**config.mk**
```make
export PLATFORM = sky130hd
export DESIGN_NAME = serial_status_flags
export DESIGN_NICKNAME = d
export VERILOG_FILES = /design/src/rtl/ssf_pkg.sv /design/src/rtl/ssf_flag_cell.sv /design/src/rtl/ssf_event_decode.sv /design/src/rtl/ssf_irq_gen.sv /design/src/rtl/serial_status_flags.sv
export SDC_FILE = /design/constraint.sdc
export NUM_CORES = 1
export LEC_CHECK = 0
export ABC_AREA = 1
export BUFFER_PORTS_ARGS = -buffer_cell sky130_fd_sc_hd__clkbuf_2
export CAP_MARGIN = 10
export CORE_AREA = 2 2 39 41
export DETAILED_ROUTE_END_ITERATION = 6
export DIE_AREA = 0 0 41 43
export PLACE_DENSITY_LB_ADDON = 0.25
export SLEW_MARGIN = 0
export SYNTH_ARGS = -nofsm -noshare
export SYNTH_HDL_FRONTEND = slang
export SYNTH_HIERARCHICAL = 1
export SYNTH_SLANG_ARGS = --single-unit
```
**constraint.sdc**
```tcl
create_clock -name clk -period 1.5 [get_ports clk]
set_input_delay 0.075 -clock clk [delete_from_list [all_inputs] [get_ports clk]]
set_output_delay 0.075 -clock clk [all_outputs]
set_load 0.01 [all_outputs]
```
**src/rtl/ssf_pkg.sv**
```systemverilog
package ssf_pkg;

    localparam int NUM_FLAGS = 3;
    localparam int IDX_ACC   = 0;
    localparam int IDX_RX    = 1;
    localparam int IDX_TX    = 2;

    typedef struct packed {
        logic set;
        logic clr;
    } flag_ctl_t;

    typedef struct packed {
        logic master;
        logic rpt;
        logic stop;
        logic fifo;
    } mode_t;

    function automatic logic flag_reset_value(input int idx);
        return (idx == IDX_TX);
    endfunction

    function automatic logic [NUM_FLAGS-1:0] fifo_mask();
        logic [NUM_FLAGS-1:0] m;
        m = '0;
        m[IDX_TX] = 1'b1;
        m[IDX_RX] = 1'b1;
        return m;
    endfunction

endpackage

```
**src/rtl/ssf_flag_cell.sv**
```systemverilog
module ssf_flag_cell #(
    parameter logic RESET_VAL = 1'b0
) (
    input  logic clk,
    input  logic rst_any,
    input  logic set,
    input  logic clr,
    output logic q
);

    always_ff @(posedge clk) begin
        if (rst_any)
            q <= RESET_VAL;
        else if (set)
            q <= 1'b1;
        else if (clr)
            q <= 1'b0;
    end

    // set request dominates a simultaneous clear
    a_r12_set_wins: assert property (@(posedge clk) disable iff (rst_any)
        set |=> q);

    // a lone clear request drops the flag
    a_r10_clear_only: assert property (@(posedge clk) disable iff (rst_any)
        (clr && !set) |=> !q);

    a_r6_hold_idle: assert property (@(posedge clk) disable iff (rst_any)
        (!set && !clr) |=> $stable(q));

endmodule

```
**src/rtl/ssf_event_decode.sv**
```systemverilog
module ssf_event_decode
    import ssf_pkg::*;
(
    input  logic                          ev_tx_load,
    input  logic                          ev_rx_copy,
    input  logic                          ev_byte_done,
    input  logic                          ev_cnt_zero,
    input  logic                          ev_regs_used,
    input  logic                          cpu_tx_wr,
    input  logic                          cpu_rx_rd,
    input  logic                          cpu_dbg,
    input  logic                          cpu_w1c,
    input  logic [NUM_FLAGS-1:0]          cpu_wdata,
    input  mode_t                         mode,
    output flag_ctl_t [NUM_FLAGS-1:0]     ctl,
    output logic                          stop_hit
);

    logic w1c_rx, w1c_acc, cpu_real_rd;
    logic acc_set_rpt, acc_set_cnt;

    assign w1c_rx      = cpu_w1c & cpu_wdata[IDX_RX];
    assign w1c_acc     = cpu_w1c & cpu_wdata[IDX_ACC];
    assign cpu_real_rd = cpu_rx_rd & ~cpu_dbg;

    assign acc_set_rpt = mode.rpt & ev_byte_done;
    assign acc_set_cnt = ~mode.rpt & ~mode.stop & ev_cnt_zero;
    assign stop_hit    = mode.master & ~mode.rpt & mode.stop & ev_cnt_zero;

    always_comb begin
        ctl[IDX_TX].set  = ev_tx_load;
        ctl[IDX_TX].clr  = cpu_tx_wr;
        ctl[IDX_RX].set  = ev_rx_copy;
        ctl[IDX_RX].clr  = cpu_real_rd | w1c_rx;
        ctl[IDX_ACC].set = mode.master & (acc_set_rpt | acc_set_cnt);
        ctl[IDX_ACC].clr = ev_regs_used | w1c_acc;
    end

endmodule

```
**src/rtl/ssf_irq_gen.sv**
```systemverilog
module ssf_irq_gen
    import ssf_pkg::*;
(
    input  logic [NUM_FLAGS-1:0] flags,
    input  logic [NUM_FLAGS-1:0] irq_en,
    input  logic                 fifo_on,
    output logic [NUM_FLAGS-1:0] irq
);

    localparam logic [NUM_FLAGS-1:0] MASK = fifo_mask();

    for (genvar i = 0; i < NUM_FLAGS; i++) begin : g_irq
        if (MASK[i]) begin : g_masked
            assign irq[i] = flags[i] & irq_en[i] & ~fifo_on;
        end else begin : g_plain
            assign irq[i] = flags[i] & irq_en[i];
        end
    end

endmodule

```
**src/rtl/serial_status_flags.sv**
```systemverilog
module serial_status_flags
    import ssf_pkg::*;
(
    input  logic                 clk,
    input  logic                 rst,
    input  logic                 soft_rst,
    input  logic                 ev_tx_load,
    input  logic                 ev_rx_copy,
    input  logic                 ev_byte_done,
    input  logic                 ev_cnt_zero,
    input  logic                 ev_regs_used,
    input  logic                 cpu_tx_wr,
    input  logic                 cpu_rx_rd,
    input  logic                 cpu_dbg,
    input  logic                 cpu_w1c,
    input  logic [NUM_FLAGS-1:0] cpu_wdata,
    input  logic                 mode_master,
    input  logic                 mode_repeat,
    input  logic                 mode_stop,
    input  logic                 mode_fifo,
    input  logic [NUM_FLAGS-1:0] irq_en,
    output logic [NUM_FLAGS-1:0] flags,
    output logic [NUM_FLAGS-1:0] irq,
    output logic                 stop_req
);

    mode_t                     mode;
    flag_ctl_t [NUM_FLAGS-1:0] ctl;
    logic                      stop_hit;
    logic                      rst_any;

    assign rst_any = rst | soft_rst;
    assign mode    = '{master: mode_master, rpt: mode_repeat,
                       stop: mode_stop, fifo: mode_fifo};

    ssf_event_decode u_decode (
        .ev_tx_load   (ev_tx_load),
        .ev_rx_copy   (ev_rx_copy),
        .ev_byte_done (ev_byte_done),
        .ev_cnt_zero  (ev_cnt_zero),
        .ev_regs_used (ev_regs_used),
        .cpu_tx_wr    (cpu_tx_wr),
        .cpu_rx_rd    (cpu_rx_rd),
        .cpu_dbg      (cpu_dbg),
        .cpu_w1c      (cpu_w1c),
        .cpu_wdata    (cpu_wdata),
        .mode         (mode),
        .ctl          (ctl),
        .stop_hit     (stop_hit)
    );

    for (genvar i = 0; i < NUM_FLAGS; i++) begin : g_flag
        ssf_flag_cell #(.RESET_VAL(flag_reset_value(i))) u_cell (
            .clk     (clk),
            .rst_any (rst_any),
            .set     (ctl[i].set),
            .clr     (ctl[i].clr),
            .q       (flags[i])
        );
    end

    always_ff @(posedge clk) begin
        if (rst_any)
            stop_req <= 1'b0;
        else
            stop_req <= stop_hit;
    end

    ssf_irq_gen u_irq (
        .flags   (flags),
        .irq_en  (irq_en),
        .fifo_on (mode_fifo),
        .irq     (irq)
    );

    // module reset forces the documented flag pattern
    a_r1_module_reset: assert property (@(posedge clk) disable iff (rst)
        soft_rst |=> (flags == 3'b100 && !stop_req));

    // status writes never alter the transmit flag
    a_r3_tx_not_writable: assert property (@(posedge clk) disable iff (rst_any)
        (cpu_w1c && !cpu_tx_wr && !ev_tx_load) |=> $stable(flags[IDX_TX]));

    // debug reads keep receive-ready
    a_r5_debug_read: assert property (@(posedge clk) disable iff (rst_any)
        (cpu_rx_rd && cpu_dbg && !(cpu_w1c && cpu_wdata[IDX_RX]) && flags[IDX_RX])
        |=> flags[IDX_RX]);

    // slave mode never raises access-ready
    a_r11_slave_no_set: assert property (@(posedge clk) disable iff (rst_any)
        (!mode_master && !flags[IDX_ACC]) |=> !flags[IDX_ACC]);

    // stop pulse only follows a zero count with stop requested
    a_r8_stop_source: assert property (@(posedge clk) disable iff (rst_any)
        stop_req |-> $past(ev_cnt_zero && mode_stop && !mode_repeat && mode_master));

    // FIFO mode silences data interrupts
    a_r13_fifo_mask: assert property (@(posedge clk) disable iff (rst)
        mode_fifo |-> (irq[IDX_TX] == 1'b0 && irq[IDX_RX] == 1'b0));

endmodule

```
Yosys cells after proc, flatten, opt, wreduce, memory -nomap -nowiden
Cells that the tools add are included.
{ "op_classes": {"reduce_logical": 3, "bitwise": 23, "n_mux": 4} }
{ "ops": {"columns": ["cell", "n"], "rows": [
  ["1-bit AND", 15],
  ["1-bit two-way mux", 4],
  ["1-bit inverter", 4],
  ["1-bit OR", 4],
  ["2-bit nonzero test", 2],
  ["2-bit OR reduction", 1]
]} }
{ "totals": {"out_inout_bits": 7, "regBits": 4} }

Depth between registers and ports, before layout
{ "logic_depth": {"ltp_word": 6, "depth_mapped": 5, "mapped_depth_nobuf": 5} }

Cells and area by module
The synthesis kept the hierarchy.
{ "modules_own_cells": {"columns": ["mod", "cells_each", "instances", "area_each_um2", "seq_area_each_um2"], "rows": [
  ["ssf_flag_cell (g_flag[0].u_cell ...)", 5, 2, 40.0, 20.0],
  ["ssf_event_decode", 14, 1, 73.8, 0.0],
  ["serial_status_flags", 6, 1, 43.8, 20.0],
  ["ssf_flag_cell (g_flag[2].u_cell)", 5, 1, 35.0, 20.0],
  ["ssf_irq_gen", 6, 1, 22.5, 0.0]
]} }

Worst setup path before layout
No wires, ideal clock.
{ "synth_timing": {"path_kind": "reg2out", "startpoint": "register g_flag[1].u_cell.q", "endpoint": "output irq[1]", "path_buffers": 0, "setup_slack_ns": 0.828, "arrival_ns": 0.597, "path_stages_with_launch": 3, "path_cell_list": "dfxtp_1 > nand2_1 > nor2_1"} }
{ "synth_via": {"elab_chain_cells": 2} }
{ "synth_rtl": {"columns": ["element", "line", "source"], "rows": [
  ["start: declaration", "ssf_flag_cell.sv:8", "output logic q"],
  ["start signal: assignment", "ssf_flag_cell.sv:13", "q <= RESET_VAL;"],
  ["start signal: assignment", "ssf_flag_cell.sv:15", "q <= 1'b1;"],
  ["start signal: assignment", "ssf_flag_cell.sv:17", "q <= 1'b0;"],
  ["1-bit AND (2 in series)", "ssf_irq_gen.sv:14", "assign irq[i] = flags[i] & irq_en[i] & ~fifo_on;"],
  ["end: declaration", "serial_status_flags.sv:23", "output logic [NUM_FLAGS-1:0] irq,"]
]} }
Every way passes these cells.

Worst setup path after layout
{ "layout_timing": {"startpoint": "register g_flag[2].u_cell.q", "endpoint": "output irq[2]"} }
{ "layout_via": {"elab_chain_cells": 2} }
{ "layout_rtl": {"columns": ["element", "line"], "rows": [
  ["start: declaration", "ssf_flag_cell.sv:8"],
  ["start signal: assignment", "ssf_flag_cell.sv:13"],
  ["start signal: assignment", "ssf_flag_cell.sv:15"],
  ["start signal: assignment", "ssf_flag_cell.sv:17"],
  ["1-bit AND (2 in series)", "ssf_irq_gen.sv:14"]
]} }
Every way passes these cells.

==> qor.tcl <==
set qor(postSynthCellCount) 41
set qor(htreeDepth) 1
set qor(post_route_cells_drive_above_1_share_pct) 50.0
set qor(crit_chain) {nand2_1 -> nor2_1 -> clkbuf_2}
set qor(synth.ff_latch_count) 4
set qor(hold_path.class) {primary input to register}
set qor(initial_antenna_violation_count) 0
set qor(tritoncts) {built}
set qor(finish.cell_count_without_fillers) 84
set qor(gp_routability_congestion) 0.617
set qor(yosysSeqAreaShare_pct) 31.4
set qor(drt-wirelength-per-cell_um) 6.17
set qor(cts.sinks) 4
set qor(grt_pass1_wl_um) 841
set qor(final_min_period_over_clock_period_pct) 60.2
set qor(p_comb_share_pct) 18.5
set qor(reported_leakage_power_nw) 0.266
set qor(p_sw_share_pct) 23.5
set qor(grt-ovfl-total) 0
set qor(number_of_max_cap_violations) 0
set qor(fp.dieW_um) 41
set qor(crit_arrival_ns) 0.83
set qor(final_core_utilization_pct) 29.7
set qor(floorplan.initialDensity_pct) 18.4
set qor(cts_max_path_buffers) 2
set qor(fmaxAchievable_ghz) 1.11
set qor(tightest_slew_ns) 0.128
set qor(fin_worst_hold_slack_ns) 0.0268
set qor(netlist_top_cells_area) {sky130_fd_sc_hd__dfxtp_1, sky130_fd_sc_hd__inv_1, sky130_fd_sc_hd__nand2_1}
set qor(start_kind) {register}
set qor(post-cts-setup-buffer-count) 0
set qor(placement.cell_area_um2) 388
set qor(clkLatencyLatePin_ns) 0.23
set qor(place_inst) 81
set qor(synth_area_leader_cell) {sky130_fd_sc_hd__dfxtp_1}
set qor(detailedRoute.firstPassIterationCount) 2
set qor(area_delta_synth_final_pct) 60.8
set qor(coreArea_um2) 1380
set qor(n_antenna_cell) 0
set qor(timing.setup.critical_path_class) {register to primary output}
set qor(final_net_count) 92
set qor(die_h_um) 43
set qor(worstPathRequired_ns) 1.42
set qor(root_buffer) {sky130_fd_sc_hd__clkbuf_4}
set qor(p_clk_share_pct) 44.4
set qor(critical_path.max_fanout) 3
set qor(setup-tns-final_ns) 0
set qor(clock-skew-final_ns) 0
set qor(pin_count_of_the_biggest_net_entering_global_routing) 5
set qor(place.detailed.hpwl_um) 460
set qor(run_status) {finished, final reports clean}
set qor(sequentialPowerShare_pct) 37.2
set qor(critPathSlowestCell) {sky130_fd_sc_hd__dfxtp_1}
set qor(max_slew_margin_pct) 91.4
set qor(final_area_um2) 410
set qor(detail-route-antenna-nets) 0
set qor(buffer_ports.inserted) 27
set qor(postSynthAreaPerCell_um2) 6.23
set qor(net_switching_power_figure_mw) 0.0707
set qor(die-area_um2) 1760
set qor(groute.usage.overall_pct) 7.83
set qor(resized_after_cts) 0
set qor(power.internal_mw) 0.230
set qor(postCtsHoldBufs) 0
set qor(grt_pass1_vias) 262
set qor(yosys.area.top_type_share_pct) 31.4
set qor(cp-end-kind) {primary output}
set qor(yosys_warnings) 6
set qor(floorplan.rows) 14
set qor(initialDrtViolationCount) 2
set qor(num_vias) 307
set qor(vias_per_cell) 3.65
set qor(cp_slowest_stage_delay_ns) 0.33
set qor(finalMaxSlewViolations) 0
set qor(period_needed_ns) 0.903
set qor(post_synthesis_net_count) 63
set qor(clkTransAtPathRegs_ns) 0.04
set qor(tritoncts.num_buffers) 3
set qor(ys_types) 12
set qor(timing_hold_violations_final) 0
set qor(finalSetupViolations) 0
set qor(postRouteWirelength_um) 518
set qor(num_io_pins) 29
set qor(grt_setup_unrepaired) {no}
set qor(post_synth_design_cell_area_um2) 255
set qor(power_density_nw_per_um2) 733
set qor(drc_errors_left) 0
set qor(max-vdd-ir-drop_v) 0.000272
## registers in the layout, summed over array words and instances, names as in the netlist
signal,flops
g_flag.u_cell/q,3
stop_req,1
## per-stage QoR
step           power, mW  worst slack [ns]
4_1_cts            0.312             0.576
2_1_floorplan      0.142             0.828
5_1_grt            0.330             0.485
3_3_place_gp       0.170             0.838
3_5_place_dp       0.170             0.835
6_report           0.301             0.597
## placed cells by master (no fill, tap or decap)
cell	instances
sky130_fd_sc_hd__clkbuf_2	27
sky130_fd_sc_hd__nand2_2	1
sky130_fd_sc_hd__nand3_1	2
sky130_fd_sc_hd__nor2_1	4
sky130_fd_sc_hd__clkbuf_4	3
sky130_fd_sc_hd__a21oi_2	2
sky130_fd_sc_hd__nand4_1	1
sky130_fd_sc_hd__nor2_2	1
sky130_fd_sc_hd__o21ai_0	1
sky130_fd_sc_hd__nand2_1	9
sky130_fd_sc_hd__dfxtp_1	4
sky130_fd_sc_hd__inv_1	12
sky130_fd_sc_hd__a21o_1	1
## cell type report
cell class	instances	area (um2)
Timing Repair Buffer	27	135
Tap cell	16	20.0
Multi-Input combinational cell	22	108
Fill cell	170	973
Clock buffer	3	22.5
Inverter	12	45.0
Sequential cell	4	80.1
## kinds of logic after synthesis
kind of cell	synth area share, %
compound gates	11.8
simple gates	30.4
flops	31.4
buf+inv	26.5
## per-layer routing
layer  global-route usage [%]  part of all wire (%)
met5                        0                     0
met4                     8.00                     0
met3                     4.71                    14
met2                     12.2                    53
met1                     5.79                    32
## cells in the mapped netlist
cell type and count:
sky130_fd_sc_hd__nand4_1 1, sky130_fd_sc_hd__nand2_2 1, sky130_fd_sc_hd__nand3_1 2, sky130_fd_sc_hd__nand2_1 9, sky130_fd_sc_hd__buf_4 3, sky130_fd_sc_hd__a21o_1 1
sky130_fd_sc_hd__dfxtp_1 4, sky130_fd_sc_hd__inv_1 12, sky130_fd_sc_hd__nor2_1 4, sky130_fd_sc_hd__o21ai_0 1, sky130_fd_sc_hd__a21oi_2 2, sky130_fd_sc_hd__nor2_2 1
## worst max-delay path: cells and delay by family, from the launching register on
family                 cells  cell delay (ns)
buffers and inverters      1             0.13
AND/OR/NAND/NOR            2             0.13
flip-flops                 1             0.33
## power groups by stage
stage               Combinational (mW)  Sequential, mW  Clock [mW]
floorplan                       0.0271           0.115           0
finish                          0.0556           0.112       0.133
global route                    0.0656           0.112       0.152
global placement                0.0559           0.114           0
detailed placement              0.0567           0.114           0
CTS                             0.0570           0.112       0.143
## final timing paths
kind	from	endpoint	slack [ns]	depth (start not counted)
setup / recovery	g_flag[2].u_cell/q	irq[2]	0.60	3
hold / removal	ev_tx_load	g_flag[2].u_cell/q	0.03	3
setup reg to reg	g_flag[0].u_cell/q	g_flag[0].u_cell/q	0.92	2
hold reg to reg	g_flag[2].u_cell/q	g_flag[2].u_cell/q	0.46	2
(Power assumes the default switching activity.)
